$ cat config.mk
export PLATFORM = sky130hd
export DESIGN_NAME = scl_rate_gen
export DESIGN_NICKNAME = d
export VERILOG_FILES = /design/src/rtl/scl_gen_pkg.sv /design/src/rtl/scl_prescaler.sv /design/src/rtl/scl_phase_select.sv /design/src/rtl/scl_phase_counter.sv /design/src/rtl/scl_rate_gen.sv
export SDC_FILE = /design/constraint.sdc
export NUM_CORES = 1
export LEC_CHECK = 0
export BUFFER_PORTS_ARGS = -buffer_cell sky130_fd_sc_hd__buf_4
export CAP_MARGIN = 30
export CORE_ASPECT_RATIO = 2
export CORE_MARGIN = 4
export CORE_UTILIZATION = 46
export DETAILED_ROUTE_END_ITERATION = 12
export MAX_ROUTING_LAYER = met4
export PLACE_DENSITY = 0.78
export SLEW_MARGIN = 25
export SYNTH_ARGS = -nofsm -noshare
export SYNTH_HDL_FRONTEND = slang
export SYNTH_HIERARCHICAL = 1
export SYNTH_SLANG_ARGS = --single-unit
$ cat constraint.sdc
create_clock -name clk -period 3.95 [get_ports clk]
set_input_delay 0.1975 -clock clk [delete_from_list [all_inputs] [get_ports clk]]
set_output_delay 0.1975 -clock clk [all_outputs]
set_load 0.1 [all_outputs]
$ cat src/rtl/scl_gen_pkg.sv
package scl_gen_pkg;

    // Fixed hardware extension added to each programmed phase count
    localparam int LOW_OFFSET  = 7;
    localparam int HIGH_OFFSET = 5;

    typedef enum logic {
        PH_LOW  = 1'b0,
        PH_HIGH = 1'b1
    } scl_phase_t;

    typedef struct packed {
        logic low_mid;
        logic high_mid;
        logic low_end;
        logic high_end;
    } scl_events_t;

endpackage

$ cat src/rtl/scl_prescaler.sv
module scl_prescaler #(
    parameter int PSC_W = 8
) (
    input  logic             clk,
    input  logic             rst,
    input  logic             en,
    input  logic [PSC_W-1:0] div,
    output logic             tick_o
);
    logic [PSC_W-1:0] cnt;

    always_ff @(posedge clk) begin
        if (rst || !en)
            cnt <= '0;
        else if (cnt == div)
            cnt <= '0;
        else
            cnt <= cnt + 1'b1;
    end

    assign tick_o = en && (cnt == div);
endmodule

$ cat src/rtl/scl_phase_select.sv
module scl_phase_select
    import scl_gen_pkg::*;
#(
    parameter int FIELD_W = 8,
    parameter int LEN_W   = FIELD_W + 1
) (
    input  logic                 hs_mode,
    input  logic [2*FIELD_W-1:0] low_word,
    input  logic [2*FIELD_W-1:0] high_word,
    output logic [LEN_W-1:0]     low_len,
    output logic [LEN_W-1:0]     high_len
);
    logic [FIELD_W-1:0] low_cnt, high_cnt;

    always_comb begin
        if (hs_mode) begin
            low_cnt  = low_word[2*FIELD_W-1:FIELD_W];
            high_cnt = high_word[2*FIELD_W-1:FIELD_W];
        end else begin
            low_cnt  = low_word[FIELD_W-1:0];
            high_cnt = high_word[FIELD_W-1:0];
        end
        low_len  = LEN_W'(low_cnt)  + LEN_W'(LOW_OFFSET);
        high_len = LEN_W'(high_cnt) + LEN_W'(HIGH_OFFSET);
    end
endmodule

$ cat src/rtl/scl_phase_counter.sv
module scl_phase_counter
    import scl_gen_pkg::*;
#(
    parameter int LEN_W = 9
) (
    input  logic             clk,
    input  logic             rst,
    input  logic             en,
    input  logic             tick,
    input  logic [LEN_W-1:0] low_len,
    input  logic [LEN_W-1:0] high_len,
    output scl_phase_t       phase_o,
    output scl_events_t      events_o
);
    scl_phase_t       phase;
    logic [LEN_W-1:0] cnt;
    logic [LEN_W-1:0] cur_len;
    logic             at_last;
    logic             at_mid;

    always_comb begin
        cur_len = (phase == PH_LOW) ? low_len : high_len;
        at_last = (cnt == cur_len - LEN_W'(1));
        at_mid  = (cnt == (cur_len >> 1));
    end

    always_ff @(posedge clk) begin
        if (rst || !en) begin
            phase <= PH_LOW;
            cnt   <= '0;
        end else if (tick) begin
            if (at_last) begin
                cnt   <= '0;
                phase <= (phase == PH_LOW) ? PH_HIGH : PH_LOW;
            end else begin
                cnt <= cnt + 1'b1;
            end
        end
    end

    always_comb begin
        events_o.low_mid  = tick && (phase == PH_LOW)  && at_mid;
        events_o.high_mid = tick && (phase == PH_HIGH) && at_mid;
        events_o.low_end  = tick && (phase == PH_LOW)  && at_last;
        events_o.high_end = tick && (phase == PH_HIGH) && at_last;
    end

    assign phase_o = phase;
endmodule

$ cat src/rtl/scl_rate_gen.sv
module scl_rate_gen
    import scl_gen_pkg::*;
#(
    parameter int PSC_W   = 8,
    parameter int FIELD_W = 8
) (
    input  logic                 clk,
    input  logic                 rst,
    input  logic                 enable,
    input  logic                 hs_mode,
    input  logic [PSC_W-1:0]     psc,
    input  logic [2*FIELD_W-1:0] low_word,
    input  logic [2*FIELD_W-1:0] high_word,
    output logic                 tick,
    output logic                 scl,
    output logic                 low_mid,
    output logic                 high_mid,
    output logic                 low_end,
    output logic                 high_end
);
    localparam int LEN_W = FIELD_W + 1;

    logic [LEN_W-1:0] low_len, high_len;
    scl_phase_t       phase;
    scl_events_t      ev;

    scl_prescaler #(.PSC_W(PSC_W)) u_presc (
        .clk    (clk),
        .rst    (rst),
        .en     (enable),
        .div    (psc),
        .tick_o (tick)
    );

    scl_phase_select #(.FIELD_W(FIELD_W), .LEN_W(LEN_W)) u_sel (
        .hs_mode   (hs_mode),
        .low_word  (low_word),
        .high_word (high_word),
        .low_len   (low_len),
        .high_len  (high_len)
    );

    scl_phase_counter #(.LEN_W(LEN_W)) u_phase (
        .clk      (clk),
        .rst      (rst),
        .en       (enable),
        .tick     (tick),
        .low_len  (low_len),
        .high_len (high_len),
        .phase_o  (phase),
        .events_o (ev)
    );

    assign scl      = !enable || (phase == PH_HIGH);
    assign low_mid  = ev.low_mid;
    assign high_mid = ev.high_mid;
    assign low_end  = ev.low_end;
    assign high_end = ev.high_end;
endmodule

Word-level counts from Yosys, hierarchy flattened

Cells that the tools add are included.

Register bits: 18
Output and inout port bits: 6
Logic and storage cells: 29

Equal/unequal tests: 3
Reduce and logical (&&, ||, !) cells: 12
Mux-type cells: 5
Add/sub/neg operators: 5
Bitwise logic cells: 1

Operators by type and width:

| cell                                             | count |
|---|---|
| adder 8 x 3 -> 9 bit, second input constant      | 2 |
| two-way mux 9 bit                                | 2 |
| two-way mux 8 bit                                | 2 |
| adder 9 x 1 -> 9 bit, second input constant      | 1 |
| equality test 9 x 8 -> 1 bit                     | 1 |
| equality test 9 bit                              | 1 |
| subtractor 9 x 1 -> 9 bit, second input constant | 1 |
| adder 8 x 1 -> 8 bit, second input constant      | 1 |
| equality test 8 bit                              | 1 |
| logical AND 1 bit                                | 7 |
| logical OR 1 bit                                 | 2 |
| AND reduction 2 bit                              | 1 |
| OR reduction 2 bit                               | 1 |
| logical NOT 1 bit                                | 1 |
| two-way mux 1 bit                                | 1 |
| inverter 1 bit                                   | 1 |

Logic depth before layout (Yosys ltp)

Gate-level depths: netlist of run 1.

Depth after elaboration: 6
Depth in mapped cells: 15
Gate-level depth less buffers: 12

By module

Netlist of run 1, hierarchy kept.

Modules (own cells, without submodules):

| module            | sequential area each (um2) | cells an instance | area each (um2) | times used |
|---|---|---|---|---|
| scl_phase_counter | 200.2                      | 126               | 1074.8          | 1 |
| scl_phase_select  | 0.0                        | 68                | 576.8           | 1 |
| scl_prescaler     | 160.2                      | 47                | 476.7           | 1 |
| scl_rate_gen      | 0.0                        | 1                 | 6.3             | 1 |

Worst setup path before layout of run 1

OpenSTA, ideal clock, no wires.

Path type: input to output
Start point: in hs_mode
End point: out high_end
Path slack: -0.047 ns
Cell stages on the path: 15
Data required time: 3.753 ns
Path buffers: 3
Arrival: 3.800 ns
Path through: buf_6 buf_12 buf_6 mux2i_1 ha_1 inv_1 o211ai_1 and2_4 xor2_1 mux2i_1 xnor2_1 xnor2_1 or4_4 nor4b_4 and2_1

Word-level cells in the longest chain between the ends: 6

RTL lines:

| what                      | RTL line                | RTL |
|---|---|---|
| from (decl)               | scl_rate_gen.sv:10      | `input logic hs_mode,` |
| two-way mux 8 bit         | scl_phase_select.sv:16  | `if (hs_mode) begin` |
| adder 8 x 3 -> 9 bit      | scl_phase_select.sv:23  | `low_len = LEN_W'(low_cnt) + LEN_W'(LOW_OFFSET);` |
| net low_len[0]            | scl_rate_gen.sv:23      | `logic [LEN_W-1:0] low_len, high_len;` |
| two-way mux 9 bit         | scl_phase_counter.sv:22 | `cur_len = (phase == PH_LOW) ? low_len : high_len;` |
| subtractor 9 x 1 -> 9 bit | scl_phase_counter.sv:23 | `at_last = (cnt == cur_len - LEN_W'(1));` |
| equality test 9 bit       | scl_phase_counter.sv:23 |  |
| logical AND 1 bit         | scl_phase_counter.sv:45 | `events_o.high_end = tick && (phase == PH_HIGH) && at_last;` |
| to (decl)                 | scl_rate_gen.sv:19      | `output logic high_end` |

The timed path passes the listed nets, and every way through them passes these cells.

Worst setup path after layout of run 1

Start point: in hs_mode
End point: out high_end

Word-level cells in the longest chain between the ends: 6

RTL lines:

| what                      | RTL line                | RTL |
|---|---|---|
| two-way mux 8 bit         | scl_phase_select.sv:16  |  |
| adder 8 x 3 -> 9 bit      | scl_phase_select.sv:24  | `high_len = LEN_W'(high_cnt) + LEN_W'(HIGH_OFFSET);` |
| net high_len[0]           | scl_rate_gen.sv:23      |  |
| two-way mux 9 bit         | scl_phase_counter.sv:22 |  |
| subtractor 9 x 1 -> 9 bit | scl_phase_counter.sv:23 |  |
| equality test 9 bit       | scl_phase_counter.sv:23 |  |
| logical AND 1 bit         | scl_phase_counter.sv:45 |  |

The timed path passes the listed nets, and every way through them passes these cells.

==> summary by stage, run 1 <==
STA
The worst hold slack is 0.314 ns. Setup violations remaining at the end of the flow were counted as 0. The routed design could run at a clock period as short as 3.66 ns. The setup skew after layout is 0.00614 ns. The max-slew violation count is 0. The final total negative setup slack is 0 ns. The highest achievable clock rate is 273 MHz. The final hold violation count was 0.

The worst-margin pin slew is 0.570 ns. Headroom to the max-slew limit came out at 0.617. Setup repair after global routing left no endpoint under its margin.

The final critical-path share of the clock period is 0.927.

Hold path
The startpoint identified for the worst hold timing path is rst. The kind of path behind the tightest hold check is in -> reg. The hold path endpoint is u_phase/cnt[3]$_SDFFE_PP0P_. The hold path depth is 4.

Power
The total internal power is approximately 0.37 mW. The power share of the clock group is 0.278. The static power due to leakage is 0.948 nW. The power density relative to cell area is between 200 and 250 nW/um^2. The design draws 0.551 mW.

The combinational share of power is 0.388. Of the total power, the share spent switching nets is 0.333. The peak supply drop is 0.000171 V. The share of total power dissipated in sequential elements is 0.334. The analysis attributes to net switching a power of 0.183 mW.

Critical path
The worst stage delay on the critical path is ~0.57 ns. Traced cell by cell, the critical path runs through buf_4 > mux2i_1 > inv_1 > ha_1 > mux2i_1 > ha_1 > xnor2_1 > xnor2_1 > nand3_1 > or4_4 > nor4b_4 > and2_2 > buf_4. On the critical path the largest part of the delay comes from simple AND/OR/NAND/NOR gates. The critical path required time is 3.75 ns. The depth of the most critical reg-to-reg path is 8. The startpoint of the worst-slack reg-to-reg timing path is u_phase/phase_o$_SDFFE_PP0P_. The worst setup path is launched from an input pin. For the worst setup path, the data arrival time is 3.46 ns. The worst register-to-register path has a setup slack of between 1 and 1.5 ns.

The worst setup path is captured at an output pin. The number of buffer and inverter instances along the worst setup path is 3. The largest individual stage delay along the critical path comes from the cell or4_4.

The critical setup path kind is in -> out. Of all nets on the critical path, the largest fanout is 11. The reg-to-reg critical path endpoint is u_phase/cnt[4]$_SDFFE_PP0P_.

Global routing
The first-pass GRT wire length is 8.92 mm. The number of global-route vias before repair is 2,069. After global routing, the most crowded layer is met2. The total overflow left after global routing is 0. For met3 alone, demand over resource in global routing was 0.0174. The aggregate global-route resource usage is 0.193.

Entering global routing, the biggest net connects 22 pins. The initial antenna violation count is 0. For met1 alone, demand over resource in global routing was 0.167. The met2 track utilization from global routing is 0.379.

Floorplanning
The width of the die is between 50 and 60 microns. The die is 104 microns tall. The number of ports placed on the die boundary is 50. Row generation in the floorplan step produced 34 rows. The die covers 5860 sq um. The placeable core area is 4420 sq um. For this configuration, the core starts out at a cell density of 0.482.

Clocking
After clock tree synthesis, the clock-pin slew on the worst setup and hold paths is 0.07 ns. Counting along the longest clock path gives a buffer depth of 2. CTS placed an instance of clkbuf_8 at the clock tree root.

The number of setup buffers added after CTS is 0. The number of buffers inserted for hold repair after clock tree synthesis is 0. The clock tree from TritonCTS is yes.

The number of gates resized after CTS was 0. The CTS H-tree depth is 1. Counting the buffers created by CTS gives 3. The clock drives 18 sinks. For the worst-skew pair, the clock arrives at the later sink with an insertion delay of 0.26 ns.

Layout
Registers take 360 sq um. In the final layout, the share of cells above drive strength 1 is 0.286. The synthesis-to-finish area growth is 19.5%. The final layout contains 337 nets.

The filler cells instantiated in the layout total about 420. In the layout the commonest cells are 55 x buf_4, 23 x xnor2_1, 23 x xor2_1. The area used by multi-input combinational logic is 1630 sq um.

The number of inserted diodes is 0. The finished cells cover 2550 sq um. Leaving out fill and tap cells, the most frequent cell in the layout is buf_4. Leaving out filler cells and counting taps, the final layout contains 341.

Route
The iteration-0 DRC count of the detailed router is 55. The sum of routed wire length over all layers is 5.40 mm. In the routed design, unresolved DRC markers number 0. The pre-antenna-repair detailed-routing pass consisted of 4 iterations. The count of nets left with antenna violations after detail routing is 0. The total via count in the routed design is about 2,000.

After detailed routing, the number of vias per cell comes to slightly below 6. The wire length per cell after detailed routing is 15.8 microns.

Synthesis
Among all flip-flop cells after synthesis, the most frequent one is dfxtp_1. The total nets after synthesis is 291. The number of different library cells used by synthesis comes to 52.

The average cell area after synthesis is 8.82 sq um. In this run, synthesis produced a sequential element count of 18. The number of warning messages in the yosys log is 6. The cell area that synthesis handed to floorplanning was 2130 sq um. In the synthesized netlist, the number of instances is around 240. In the synthesized netlist the async set-or-reset flop fraction comes to 0. The sequential share of the synthesized area is 0.169.

The synthesized design contains 0 enable-type register cells.

Placement
Routability-driven placement finished with a final weighted congestion of about 0.83. Summing all placed instances gives a cell area of 2490 sq um. The instance count after placement with tap cells included is between 300 and 400. The sum of net half-perimeters after detailed placement is around 4.5 mm. The count of buffers from port buffering is between 40 and 50.

Status
The flow ran to the end, and the final reports show no timing, DRC or antenna violations.

Job
Across the run, the number of max-cap violations was 0.
layer usage:
metal / part of all wire / vias up
li1: - / 968
met1: 0.33 / 938
met2: 0.57 / 76
met3: 0.050 / 22
met4: 0.049 / 0
met5: 0 / -
cells in the mapped netlist (5+ instances only):
cell	count	area share
xnor2_1	23	0.094
xor2_1	23	0.094
dfxtp_1	18	0.17
mux2i_1	18	0.084
nor3_1	13	0.030
nand3_1	12	0.028
nand2_1	9	0.016
nor2_1	9	0.016
o21ai_0	9	0.021
a21oi_1	8	0.019
inv_1	7	0.012
a211oi_1	6	0.021
clkbuf_1	6	0.011
buf_6	5	0.026
ha_1	5	0.029
worst min-delay path: cells and delay by family:
kind	cells	cell delay, ns
AOI/OAI and AO/OA	1	0.10
buffers and inverters	1	0.09
and+or+nand+nor	2	0.14
power by group through the flow:
stage | clock (mW) | combinational, mW | sequential [mW]
final | 0.153 | 0.214 | 0.184
after global routing | 0.164 | 0.234 | 0.184
after CTS | 0.155 | 0.215 | 0.184
after detailed placement | 0 | 0.214 | 0.188
after global placement | 0 | 0.208 | 0.188
after floorplan | 0 | 0.146 | 0.188
worst max-delay path by stage:
| stage | depth (start not counted) | slack (ns) | end | start |
|---|---|---|---|---|
| floorplan | 7 | 0.11 | high_mid | u_presc/cnt[2]$_SDFF_PP0_ |
| global placement | 13 | 0.34 | high_end | hs_mode |
| detailed placement | 13 | 0.26 | high_end | hs_mode |
| CTS | 13 | 0.26 | high_end | hs_mode |
| global route | 13 | 0.02 | low_end | hs_mode |
| finish | 13 | 0.29 | high_end | hs_mode |
registers in the layout, summed over array words and instances, names as in the netlist:
signal           flops
u_phase/cnt          9
u_phase/phase_o      1
u_presc/cnt          8
cell families after synthesis:
| kind of cell | synth area share |
|---|---|
| compound gates | 0.158 |
| flops | 0.169 |
| mux | 0.113 |
| xor+xnor | 0.196 |
| simple gates | 0.264 |
| buf+inv | 0.0698 |
| fa+ha+maj | 0.0293 |
metrics by stage:
stage          setup slack, ns   util
4_1_cts                  0.260  0.576
3_5_place_dp             0.260  0.564
3_3_place_gp             0.341  0.564
6_report                 0.288  0.576
5_1_grt                 0.0201  0.576
2_1_floorplan            0.111      -
area by class of cell:
type / instances / area share
multi-input combinational: 203 / 0.638
timing repair buffer: 55 / 0.162
sequential: 18 / 0.141
tap: 54 / 0.0265
clock buffer: 4 / 0.0216
inverter: 7 / 0.0103
No activity file was read; power rests on OpenSTA's default activity.
==> run 2, diff against run 1 <==
Settings changed: CORE_MARGIN 4 to 3.
==> run 2 against run 1 <==
Wire length shrank 1.8%. Sequential share of layout area grew 0.098 points. Critical path depth grew 1. Register-to-register slack is essentially flat. Flip-flop and latch count is the same. Highest routed layer unchanged. Critical endpoint unchanged. Non-clock buffer count shrank 1. Die area shrank 5.4%. Combinational power is essentially flat. Utilization shrank 0.40 points. Setup slack gained 0.00050 ns. Design area shrank 0.69%. Clock power shrank 20%.
==> summary by stage, run 2 (same netlist as run 1, synthesis figures left out) <==
Hold path
The hold path depth is 4. The kind of path behind the tightest hold check is in -> reg. The startpoint identified for the worst hold timing path is rst.

Floorplanning
The number of rows created at floorplan is 34. In this run the standard cell core region covers 4420 sq um. The y dimension of the die is 102 microns. For this design the top-level I/O count stands at 50. The effective utilization at floorplan is 0.482. The die footprint is roughly 5500 sq um. In this run the horizontal extent of the chip is between 50 and 60 microns.

Global routing
The aggregate global-route resource usage is 0.206. The pin count of the biggest net entering global routing is 21. The sum of overflow across all layers after global routing is 0. The number of global-route vias before repair is about 2,000. The initial antenna violation count is 0. The first-pass GRT wire length is 8.43 mm.

Clocking
CTS built an H-tree with a depth of 1. Clock tree synthesis inserted a total of 3 buffers. The later pin in the worst-skew pair is clocked with a latency of 0.25 ns. After clock tree synthesis, the flow added hold-fix buffers numbering 0. No sink is reached through more buffers than the 2 on the longest clock path. The clock net sink count is 18.

The buffer cell driving the clock tree root is clkbuf_8. After clock tree synthesis, the setup repair step added 0 buffers. After clock tree synthesis, the clock-pin slew on the worst setup and hold paths is 0.06 ns.

The clock tree from TritonCTS is yes.

Power
The peak supply drop is between 0.00015 and 0.0002 V. The static power due to leakage is 0.938 nW. The share of total power dissipated in sequential elements is 0.353. The power density relative to cell area is 206 nW/um^2. The share of total power dissipated in combinational logic is 0.411. Internal power comes to 0.347 mW. Of the total power, the clock network draws 0.236. The sum of internal, switching and leakage power is 0.522 mW. The switching power is about 0.17 mW. Of the total power, the share spent switching nets is 0.335.

STA
The highest achievable clock rate is about 270 MHz. For the final database, setup skew stands at ~0.0026 ns. Headroom to the max-slew limit came out at 0.616. For the pin with the worst max-slew slack, the measured transition is 0.567 ns. The max-slew violation count is 0. Setup repair after global routing left no endpoint under its margin. The final hold violation count came to 0. Of the available clock period, the critical path in the final layout requires 0.927. Subtracting the final worst setup slack from the clock period gives 3.66 ns. Setup violations remaining at the end of the flow were counted as 0.

The final total negative setup slack is 0 ns. In the post-route analysis, the smallest setup slack over all paths is 0.289 ns. Hold timing on the final database bottoms out at a slack of roughly 0.35 ns.

Critical path
The worst stage delay on the critical path is between 0.5 and 0.6 ns. For the worst setup path, the data arrival time is ~3.5 ns. Walking the worst path, the cells encountered are buf_4 > mux2i_1 > ha_1 > inv_1 > o211ai_1 > and2_4 > xor2_1 > mux2i_1 > xnor2_1 > xnor2_1 > or4_4 > nor4b_4 > and2_2 > buf_4. The critical setup path kind is in -> out. Among all stages on the critical path, the largest delay is contributed by or4_4. The maximum fanout along the worst path is 20. The worst register-to-register path begins at u_phase/phase_o$_SDFFE_PP0P_. The startpoint type of the worst setup path is an input pin. The critical path required time is 3.75 ns. The launching element of the worst setup path is hs_mode. The nature of the critical path endpoint is an output pin. The depth of the most critical reg-to-reg path is 8.

Layout
The fraction of final layout cells sized beyond drive strength 1 is 0.284. The final standard cell count with taps included and fillers excluded is 339. The library cells used most frequently in the layout, excluding fill and tap cells, are 54 x buf_4, 23 x xnor2_1, 23 x xor2_1. The register with the most flip-flops in the layout has 9 of them. The final design area excluding fillers is between 2000 and 3000 sq um. u_phase/cnt holds more flip-flops than any other register. The total number of nets in the final design is 336. The number of inserted diodes is 0. The leading cell type in the layout, fill and taps excluded is buf_4. The share of the core filled with cells in the final layout is 0.572. The synthesis-to-finish area growth is 18.6%. The layout has between 400 and 500 filler cells.

Route
Once detail routing completed, the nets flagged for antenna violations numbered 0. The sum of routed wire length over all layers is around 5.3 mm. The routed layout has 1,964 vias.

The iteration-0 DRC count of the detailed router is 42. After detailed routing, the number of remaining DRC violations is 0. After detailed routing, the average wire length per cell comes to 15.6 microns. The first detailed-routing pass took 4 iterations. After detailed routing, the number of vias per cell comes to 5.79.

Job
The tool flagged a number of max-cap violations equal to 0.

Placement
The sum of net half-perimeters after detailed placement is 4.50 mm. Prior to clock tree synthesis, the placed netlist has a worst setup slack of between 0.15 and 0.2 ns. After detailed placement, the total cell area comes to 2490 sq um. Counting tap cells, the placed design contains a total of 336 instances.

The count of buffers from port buffering is 49. The last weighted congestion value of the routability-driven placer is 0.818.

Status
The flow ran to the end, and the final reports show no timing, DRC or antenna violations.
[run 2: cell types whose count changed in the layout (fill, tap and decap cells not counted), sizes merged]
cell | before | now
clkbuf | 4 | 3
buf | 55 | 54
[run 2: power by group through the flow]
stage | Sequential [mW] | Clock, mW | Combinational, mW
floorplan | 0.188 | 0 | 0.146
global placement | 0.188 | 0 | 0.209
detailed placement | 0.188 | 0 | 0.214
CTS | 0.184 | 0.127 | 0.214
global route | 0.184 | 0.131 | 0.231
finish | 0.184 | 0.123 | 0.215
[run 2: final cells by class]
cell class	instances	area, sq um	area share
clock buffer	3	41.3	0.0163
inverter	7	26.3	0.0104
multi-input combinational	203	1630	0.644
sequential	18	360	0.142
tap	54	67.6	0.0267
timing repair buffer	54	405	0.160
[run 2: worst max-delay path: cells and delay by family]
family,cells,cell delay [ns]
mux,2,0.45
xor+xnor,3,0.55
buf+inv,3,0.58
compound gates,1,0.23
fa+ha+maj,1,0.22
simple gates,4,1.22
[run 2: path summary, 6_finish.rpt]
kind / end / slack (ns)
setup / recovery: high_end / 0.29
hold / removal: u_phase/cnt[3]$_SDFFE_PP0P_ / 0.35
hold reg to reg: u_presc/cnt[5]$_SDFF_PP0_ / 0.54
setup reg to reg: u_phase/cnt[0]$_SDFFE_PP0P_ / 1.08
[run 2: routing by layer]
| metal | up-vias | track usage | wire, microns |
|---|---|---|---|
| met3 | 18 | 0.0102 | 227 |
| met2 | 69 | 0.392 | 3110 |
| li1 | 972 | - | - |
| met5 | - | - | 0 |
| met1 | 905 | 0.183 | 1720 |
| met4 | 0 | 0.127 | 252 |
[run 2: repair_timing]
| action | in CTS | in global routing |
|---|---|---|
| endpoints found under the hold margin | 0 | 0 |
| resized for setup | 0 | 1 |
| endpoints found under the setup margin | 0 | 1 |
==> run 3, diff against run 2 <==
==> constraint.sdc (replaced) <==
create_clock -name clk -period 4.6 [get_ports clk]
set_input_delay 0.23 -clock clk [delete_from_list [all_inputs] [get_ports clk]]
set_output_delay 0.23 -clock clk [all_outputs]
set_load 0.05 [all_outputs]
==> run 3 against run 2 <==
Register-to-register slack gained 0.59 ns. Worst hold slack gained 0.031 ns. Setup slack gained 0.23 ns. Wire length shrank 2.4%. First-iteration DRC count shrank 31%. Combinational power shrank 17%. Cell count shrank 0.88%. Flip-flop and latch count is the same. Largest power group unchanged.
==> summary by stage, run 3 (same netlist as run 1, synthesis figures left out) <==
Floorplanning
The width of the die is 54.2 microns. The initial utilization of the core area, before any placement, comes to 0.482. During I/O placement, the number of pins put on the boundary was 50. The placeable core area is 4420 sq um.

The y dimension of the die is roughly 100 microns. After floorplanning, the core was divided into 34 placement rows. The die footprint is 5540 sq um.

Clocking
The CTS buffer count is 3. The clock tree buffer depth is 2. The later-pin clock latency in the skew report is 0.25 ns. The CTS H-tree depth is 1.

Post-CTS timing repair inserted 0 buffers for setup. Clock-pin slew was measured on the worst setup and hold paths at 0.07 ns. For this design, the CTS-stage hold fixing added 0 buffers.

The buffer cell driving the clock tree root is clkbuf_8. The post-cts repair resize count is 0. The clock net sink count is 18.

TritonCTS built the clock tree.

Critical path
In this run the worst path has a maximum fanout of 34. The critical path crosses 14 cells after its start point. Measured in cells, the most critical reg-to-reg path has a length of 8. The worst setup path is launched from an input pin. The nature of the critical path endpoint is an output pin.

The cell family contributing the most delay on the critical path is simple AND/OR/NAND/NOR gates. Counting both buffers and inverters, the worst setup path holds a total of 3. Traced cell by cell, the critical path runs through buf_4 > mux2i_1 > ha_1 > inv_1 > o211ai_1 > and2_4 > xor2_1 > mux2i_1 > xnor2_1 > xnor2_1 > or4_4 > nor4b_4 > and2_1 > buf_4. The worst-path cell with the longest stage delay is or4_4. In this design, the stage delay of the slowest critical-path cell is between 0.5 and 0.6 ns. The critical path required time is 4.37 ns. The critical path is of the in -> out type. The arrival time of the worst setup path is 3.85 ns.

Layout
In the layout the commonest cells are 50 x buf_4, 23 x xnor2_1, 23 x xor2_1. In the final layout, the share of cells above drive strength 1 is 0.266. The top register by number of flip-flops is u_phase/cnt. The layout has 424 filler cells. Leaving out fill and tap cells, the most frequent cell in the layout is buf_4. The register with the most flip-flops in the layout has 9 of them. The area growth from synthesis to layout is 17.6%. The number of inserted diodes is 0. The area used by multi-input combinational logic is 1630 sq um. The combined flip-flop and latch cell area is between 300 and 400 sq um. In the final design database the tool counted 332 nets.

Route
After detailed routing, the average wire length per cell comes to 15.4 microns. In the routed design, unresolved DRC markers number 0. In this run, the number of DRC markers left after iteration 0 of detailed routing was 29. The count of nets left with antenna violations after detail routing is 0.

The first TritonRoute pass finished after 4 iterations. Summed over all layers, the routed wires come to 5.18 mm. The total via count in the routed design is 1,940. Using the TritonRoute via totals, the vias-per-cell ratio works out to 5.77.

STA
The final period demand of the worst path is between 4 and 5 ns. The worst-margin pin slew is ~0.56 ns. Setup repair after global routing left no endpoint under its margin.

The final hold violation count came to 0. The remaining max-slew budget at the tightest pin is 0.625. The highest achievable clock rate is ~250 MHz.

The setup skew after layout is 0.00277 ns. Adding up every negative setup slack in the final design gives 0 ns. The max-slew violation count is 0.

Setup violations remaining at the end of the flow were counted as 0. Hold is met by 0.377 ns. The final critical-path share of the clock period is 0.887.

Power
The analysis attributes to cell leakage a power of 0.921 nW. The peak supply drop is 0.000159 V. In this run the power density over the cells is around 180 nW/um^2.

Global routing
The number of global-route vias before repair is 1,994. The sum of overflow across all layers after global routing is 0. The initial antenna violation count is 0. The first global-routing pass estimated between 8 and 9 mm of wire.

The pin count of the biggest net entering global routing is 35. Across every metal layer, demand over resource in global routing totals 0.208.

Status
The flow ran to the end, and the final reports show no timing, DRC or antenna violations.

Placement
The last weighted congestion value of the routability-driven placer is 0.849. Once detailed placement completed, the half-perimeter wirelength came to ~4.4 mm. Input and output buffers added on the ports amount to 49.

Hold path
The kind of path behind the tightest hold check is in -> reg. The hold path depth is 4.

Job
Max-cap violations in this run came to 0.
## run 3: report_power, final
part | leakage, nW | total (mW) | switching, mW | internal, mW
sequential | 0.145 | 0.158 | 0.00142 | 0.157
combinational | 0.747 | 0.179 | 0.0980 | 0.0806
clock | 0.0288 | 0.127 | 0.0512 | 0.0760
total | 0.921 | 0.464 | 0.151 | 0.313
## run 3: final cells by class
cell class	count	area share
clock buffers	4	0.0219
inverters	7	0.0105
multi-input cells	203	0.648
flip-flops and latches	18	0.144
well taps	54	0.0269
repair buffers	50	0.150
## run 3: worst reg2reg max path, delay by kind of cell (launching register included)
| kind | cells | cell delay, ns |
|---|---|---|
| AOI/OAI and AO/OA | 1 | 0.17 |
| and+or+nand+nor | 3 | 1.16 |
| xor gates and xnor gates | 2 | 0.28 |
| DFF | 1 | 0.49 |
| adders and majority gates | 1 | 0.30 |
| muxes | 1 | 0.39 |
## run 3: per-stage QoR
| stage | setup WS, ns | cells | util | area, sq um | total power [mW] |
|---|---|---|---|---|---|
| 2_1_floorplan | 0.866 | 242 | - | 2130 | 0.285 |
| 3_3_place_gp | 0.601 | 332 | 0.555 | 2450 | 0.336 |
| 3_5_place_dp | 0.515 | 332 | 0.555 | 2450 | 0.340 |
| 4_1_cts | 0.520 | 336 | 0.567 | 2510 | 0.469 |
| 5_1_grt | 0.230 | 336 | 0.567 | 2510 | 0.490 |
| 6_report | 0.520 | 336 | 0.567 | 2510 | 0.464 |
## run 3: final timing paths
| check | slack, ns | to | from |
|---|---|---|---|
| max | 0.52 | low_end | hs_mode |
| min | 0.38 | u_phase/cnt[3]$_SDFFE_PP0P_ | rst |
| max reg2reg | 1.67 | u_phase/cnt[0]$_SDFFE_PP0P_ | u_phase/phase_o$_SDFFE_PP0P_ |
| min reg2reg | 0.53 | u_presc/cnt[7]$_SDFF_PP0_ | u_presc/cnt[7]$_SDFF_PP0_ |
## run 3: routing by layer
layer	track usage	part of all wire	vias to the layer above
met5	-	0	-
met4	0.113	0.046	0
met3	0.0131	0.043	19
met2	0.403	0.59	66
met1	0.182	0.32	893
li1	-	-	962
